==> src/rtl/cla_pkg.sv <==
package cla_pkg;
   parameter int unsigned CLA_DATA_W  = 32;
   parameter int unsigned CLA_GROUP_W = 8;
   parameter int unsigned CLA_MAX_GROUP_W = 16;
endpackage

==> src/rtl/cla_pg_gen.sv <==
module cla_pg_gen #(
   parameter int unsigned W = 8
) (
   input  logic [W-1:0] a_i,
   input  logic [W-1:0] b_i,
   output logic [W-1:0] gen_o,
   output logic [W-1:0] prop_o
);
   for (genvar i = 0; i < W; i++) begin : g_bit
      assign gen_o[i]  = a_i[i] & b_i[i];
      assign prop_o[i] = a_i[i] ^ b_i[i];
   end
endmodule

==> src/rtl/cla_group.sv <==
module cla_group #(
   parameter int unsigned W = 8
) (
   input  logic [W-1:0] gen_i,
   input  logic [W-1:0] prop_i,
   input  logic         cin_i,
   output logic [W-1:0] bit_cin_o,
   output logic         cout_o,
   output logic         grp_gen_o,
   output logic         grp_prop_o
);
   logic [W:0] carry;

   // Each carry is a flat OR of product terms; no term reads another carry.
   always_comb begin
      logic term;
      logic acc;
      carry[0] = cin_i;
      for (int k = 0; k < W; k++) begin
         acc = 1'b0;
         for (int j = -1; j <= k; j++) begin
            term = (j < 0) ? cin_i : gen_i[j];
            for (int m = j + 1; m <= k; m++) begin
               term = term & prop_i[m];
            end
            acc = acc | term;
         end
         carry[k+1] = acc;
      end
   end

   always_comb begin
      logic term;
      logic acc;
      acc = 1'b0;
      for (int j = 0; j < W; j++) begin
         term = gen_i[j];
         for (int m = j + 1; m < W; m++) begin
            term = term & prop_i[m];
         end
         acc = acc | term;
      end
      grp_gen_o = acc;
   end

   assign grp_prop_o = &prop_i;
   assign bit_cin_o  = carry[W-1:0];
   assign cout_o     = carry[W];
endmodule

==> src/rtl/cla_sum.sv <==
module cla_sum #(
   parameter int unsigned W = 8
) (
   input  logic [W-1:0] prop_i,
   input  logic [W-1:0] cin_i,
   output logic [W-1:0] sum_o
);
   for (genvar i = 0; i < W; i++) begin : g_bit
      assign sum_o[i] = prop_i[i] ^ cin_i[i];
   end
endmodule

==> src/rtl/cla32_adder.sv <==
module cla32_adder #(
   parameter int unsigned DATA_W  = cla_pkg::CLA_DATA_W,
   parameter int unsigned GROUP_W = cla_pkg::CLA_GROUP_W,
   localparam int unsigned NUM_GRP = DATA_W / GROUP_W
) (
   input  logic [DATA_W-1:0]  a_in,
   input  logic [DATA_W-1:0]  b_in,
   input  logic               carry_in,
   output logic [DATA_W-1:0]  sum_out,
   output logic               carry_out,
   output logic [NUM_GRP-1:0] grp_gen_out,
   output logic [NUM_GRP-1:0] grp_prop_out
);
   if (GROUP_W == 0 || GROUP_W > cla_pkg::CLA_MAX_GROUP_W) begin : g_bad_grp
      $error("cla32_adder: GROUP_W out of range");
   end
   if (DATA_W % GROUP_W != 0) begin : g_bad_div
      $error("cla32_adder: DATA_W must be a multiple of GROUP_W");
   end

   logic [NUM_GRP:0] grp_carry;
   assign grp_carry[0] = carry_in;

   for (genvar k = 0; k < NUM_GRP; k++) begin : g_grp
      localparam int unsigned LO = k * GROUP_W;
      logic [GROUP_W-1:0] gen_w;
      logic [GROUP_W-1:0] prop_w;
      logic [GROUP_W-1:0] bcin_w;

      cla_pg_gen #(.W(GROUP_W)) pg_i (
         .a_i   (a_in[LO +: GROUP_W]),
         .b_i   (b_in[LO +: GROUP_W]),
         .gen_o (gen_w),
         .prop_o(prop_w)
      );

      cla_group #(.W(GROUP_W)) la_i (
         .gen_i     (gen_w),
         .prop_i    (prop_w),
         .cin_i     (grp_carry[k]),
         .bit_cin_o (bcin_w),
         .cout_o    (grp_carry[k+1]),
         .grp_gen_o (grp_gen_out[k]),
         .grp_prop_o(grp_prop_out[k])
      );

      cla_sum #(.W(GROUP_W)) sum_i (
         .prop_i(prop_w),
         .cin_i (bcin_w),
         .sum_o (sum_out[LO +: GROUP_W])
      );
   end

   assign carry_out = grp_carry[NUM_GRP];
endmodule

==> config.mk <==
export PLATFORM = sky130hd
export DESIGN_NAME = cla32_adder
export DESIGN_NICKNAME = d
export VERILOG_FILES = /design/src/rtl/cla_pkg.sv /design/src/rtl/cla_pg_gen.sv /design/src/rtl/cla_group.sv /design/src/rtl/cla_sum.sv /design/src/rtl/cla32_adder.sv
export SDC_FILE = /design/constraint.sdc
export NUM_CORES = 1
export LEC_CHECK = 0
export CAP_MARGIN = 40
export CORE_MARGIN = 5
export CORE_UTILIZATION = 28
export DETAILED_ROUTE_END_ITERATION = 10
export GPL_ROUTABILITY_DRIVEN = 0
export PLACE_DENSITY = 0.7
export SYNTH_ARGS = -nofsm -noshare
export SYNTH_HDL_FRONTEND = slang
export SYNTH_SLANG_ARGS = --single-unit
==> constraint.sdc <==
create_clock -name vclk -period 10.44
set_input_delay 2.61 -clock vclk [all_inputs]
set_output_delay 2.61 -clock vclk [all_outputs]
set_load 0.05 [all_outputs]
Word level (Yosys, flattened, before mapping)
Cells that the tools add are included.
Storage, ports and cells
  bits in registers: 0
  input port bits: 65
  output and inout bits: 41
  word-level logic and storage cells: 416
Operators by class
  bitwise operators: 412
  reduce and logical (&&, ||, !) cells: 4
Operator list (count)
  $and A1 B1 Y1: 176
  $or A1 B1 Y1: 172
  $xor A1 B1 Y1: 64
  $reduce_and A8 Y1: 4

Longest topological paths before layout
  depth in word-level cells: 65
  mapped depth: 25
  depth with buffers taken out: 25

Hierarchy
From an unflattened synthesis, not the netlist that was laid out.
Unflattened totals
  cell total of the unflattened synthesis: 172
  area, all modules: 1386.3 µm²
Modules (own cells, without submodules)
  cla_group: times used 4, cells each 27, area each 176.4 µm², sequential area each 0.0 µm²
  cla_pg_gen: times used 4, cells each 8, area each 100.1 µm², sequential area each 0.0 µm²
  cla_sum: times used 4, cells each 8, area each 70.1 µm², sequential area each 0.0 µm²

Least setup slack after synthesis
OpenSTA, ideal clock, no wires.
  path type: input-to-output
  start: in a_in[0]
  end: out sum_out[29]
  arrival time: 7177 ps
  data required time: 7830 ps
  setup slack: 653 ps
  stages on the path: 25
  buffers on the path: 0
  cell sequence: ha_1 -> ha_1 -> o21a_2 -> nor4_4 -> nor3_4 -> nand2b_1 -> nand2_1 -> ha_1 -> nor3_2 -> o31ai_2 -> a31o_2 -> a21oi_2 -> o21bai_1 -> ha_1 -> o21a_1 -> nor4_4 -> nor3_4 -> nand2b_1 -> nand2_1 -> ha_1 -> o21a_1 -> nor2_1 -> nor2b_1 -> or3_1 -> xor2_1
Between the ends
  cells in the longest elaborated chain, start to end: 60
  elaborated cells on any way between the ends: 68
  those cells by class: bitwise: 68
Ends and longest elaborated chain
  start, declared: line cla32_adder.sv:6  | input logic [DATA_W-1:0] a_in,
  $xor A1 B1 Y1: line cla_pg_gen.sv:11  | assign prop_o[i] = a_i[i] ^ b_i[i];
  $and A1 B1 Y1 (8 in a row): line cla_group.sv:24  | term = term & prop_i[m];
  $or A1 B1 Y1 (*) (8 in a row): line cla_group.sv:26  | acc = acc | term;
  $and A1 B1 Y1 (*) (8 in a row): line cla_group.sv:24
  $or A1 B1 Y1 (*) (8 in a row): line cla_group.sv:26
  $and A1 B1 Y1 (*) (8 in a row): line cla_group.sv:24
  $or A1 B1 Y1 (*) (8 in a row): line cla_group.sv:26
  $and A1 B1 Y1 (*) (5 in a row): line cla_group.sv:24
  $or A1 B1 Y1 (*) (5 in a row): line cla_group.sv:26
  $xor A1 B1 Y1 (*): line cla_sum.sv:9  | assign sum_o[i] = prop_i[i] ^ cin_i[i];
  end, declared: line cla32_adder.sv:9  | output logic [DATA_W-1:0] sum_out,
Mark *: on every way between the ends. The rest lies on a longest branch, timed or not.

Final worst setup path
Ends and elaborated chain as after synthesis.

==> impl_metrics.py <==
metrics = {
    "floorplanning": {
        "core_area_um2": 5205,
        "initial_utilization_pct": 29.35,
        "num_rows": 26,
        "die_h_um": 83.87,
        "die_x_um": 83.87,
        "dieArea_um2": 7033,
        "io_pins": 106,
    },
    "power_and_ir_drop": {
        "p_leak_nw": 1.140,
        "max-vdd-ir-drop_v": 0.00006742,
        "power_per_cell_area_nw_per_um2": 107.5,
        "power_mw": 0.2879,
    },
    "synth": {
        "postSynthCellCount": 183,
        "synth.distinct_cells": 37,
        "synth_area_um2": 1528,
        "ys_top_cells_by_area": "ha_1 29%, xnor2_1 7.5%, fa_1 5.2%",
        "ys_seq_area_share_pct": 0,
        "synthesis.nets": 288,
        "synth_area_per_cell_um2": 8.348,
        "synth_area_leader_cell": "ha_1",
        "synth.top_cell.area_share_pct": 29.48,
        "ys_warn_count": 0,
    },
    "layout": {
        "n_antenna_cell": 0,
        "finalNetCount": 388,
        "clkbuf_count": 0,
        "drive_above_1_share_pct": 10.32,
        "ff_latch_area_um2": 0,
        "layout_commonest_cell": "clkdlybuf4s50_1",
        "layout_common_cells": "97 x clkdlybuf4s50_1, 36 x ha_1, 16 x nor2_1",
        "final_area_um2": 2679,
        "seq_cells": 0,
        "synthToLayoutAreaGrowth_pct": 75.35,
    },
    "route": {
        "wl_mm": 4.449,
        "antenna_left": 0,
        "wl_per_cell_um": 12.68,
        "vias_per_cell": 4.704,
        "dr_total_vias": 1651,
        "drc": 0,
        "drt_pre_antenna_iters": 4,
        "drt_iter0_markers": 13,
    },
    "placement": {
        "preCtsSetupSlack_ns": 0.2210,
        "dp_hpwl_mm": 4.118,
        "io_buffers": 106,
        "post_dp_cell_area_um2": 2669,
    },
    "worst_hold_path": {
        "hp-class": "in -> out",
        "whs_path_depth": 3,
    },
    "timing": {
        "setup_viol": 0,
        "slew_viol_final": 0,
        "worstMarginPinSlew_ns": 0.5560,
        "hold_slack_ns": 6.099,
        "rsz0062_at_grt": "no",
        "finalHoldViolCount": 0,
        "fin_crit_sh_pct": 96.68,
        "final.setup.worst_slack_ns": 0.3466,
        "max_slew_margin_pct": 62.82,
        "fin_crit_ns": 10.09,
        "setup_tns_ns": 0,
        "fmax_ghz": 0.09907,
    },
    "run": {
        "cap_violations": 0,
    },
    "worst_setup_path": {
        "required_ns": 7.83,
        "slowest_stage": "clkdlybuf4s50_1",
        "startpoint_type": "input port",
        "crit_family": "simple AND/OR/NAND/NOR gates",
        "crit_buf_inv": 2,
        "crit_arrival_ns": 7.48,
        "cpMostUsedCell": "ha_1",
        "critPathMaxStageDelay_ns": 0.43,
        "cp.depth": 27,
        "critPathCaptureType": "output port",
        "crit_path_max_fanout": 5,
        "setup.worst_path.class": "in -> out",
    },
    "grt": {
        "antenna_found_initial": 0,
        "track_usage_pct": 11.84,
        "grt_max_degree": 7,
        "gr-total-overflow": 0,
        "grt_pass1_wl_mm": 7.424,
        "first_global_vias": 1755,
    },
    "status": {
        "status": "complete, no violations",
    },
    "clocking": {
        "holdBufCountCts": 0,
    },
}
[layout make-up]
type,count,area [um2]
timing repair buffer,106,1114
fill,502,2526
tap,70,87.58
multi-input combinational,167,1448
inverter,8,30.03
[report_power, final]
part / total [mW] / leakage [nW] / internal (mW) / switching, mW
combinational: 0.288 / 1.14 / 0.117 / 0.171
sequential: 0 / 0 / 0 / 0
clock: 0 / 0 / 0 / 0
total: 0.288 / 1.14 / 0.117 / 0.171
[routing by layer]
layer | track usage, % | vias to the layer above | part of all wire, %
met5 | 0 | - | 0
met4 | 0.8772 | 0 | 0.81
met3 | 2.270 | 2 | 7.0
met2 | 23.28 | 48 | 52
met1 | 13.55 | 738 | 41
li1 | - | 863 | -
[worst paths after layout]
kind / from / end
worst min-delay path: b_in[24] / sum_out[24]
worst max-delay path: a_in[0] / sum_out[29]
[synth_stat cells]
cell / number
a21o_1: 8
a21oi_1: 14
a21oi_2: 1
a221oi_2: 2
a31o_2: 1
a31oi_1: 3
a31oi_2: 1
a41oi_2: 1
and3_1: 2
and3_4: 2
and4_2: 1
buf_4: 8
fa_1: 4
ha_1: 36
inv_1: 8
nand2_1: 7
nand2b_1: 4
nand3_1: 3
nand4_1: 5
nor2_1: 17
nor2b_1: 2
nor3_1: 6
nor3_2: 1
nor3_4: 2
nor4_1: 1
nor4_4: 2
o21a_1: 6
o21a_2: 1
o21ai_0: 6
o21ai_2: 1
o21bai_1: 1
o31a_1: 1
o31ai_2: 1
o31ai_4: 1
or3_1: 1
xnor2_1: 13
xor2_1: 9
[tightest hold or removal path, stage by stage]
cell and delay, ns:
clkdlybuf4s50_1 0.51, fa_1 0.17, buf_4 0.19
[timing repair]
action                     in CTS  in global routing
resized for setup               0                  2
setup endpoints to repair       0                  1
buffers inserted                0                  0
[cells by family (layout without fill, tap and decap cells)]
kind of cell / count (synthesis) / in the layout / synth area share [%]
and+or+nand+nor: 56 / 56 / 22.69
AOI/OAI and AO/OA: 49 / 49 / 24.08
adders and majority gates: 40 / 40 / 34.73
xor gates and xnor gates: 22 / 22 / 12.61
buffers and inverters: 16 / 114 / 5.897
[metrics by stage]
step                      utilization (%)  cells
after floorplan                         -    183
after global placement              51.27    351
after detailed placement            51.27    351
after CTS                           51.27    351
after global routing                51.47    351
final                               51.47    351
No activity file was read; power rests on OpenSTA's default activity.
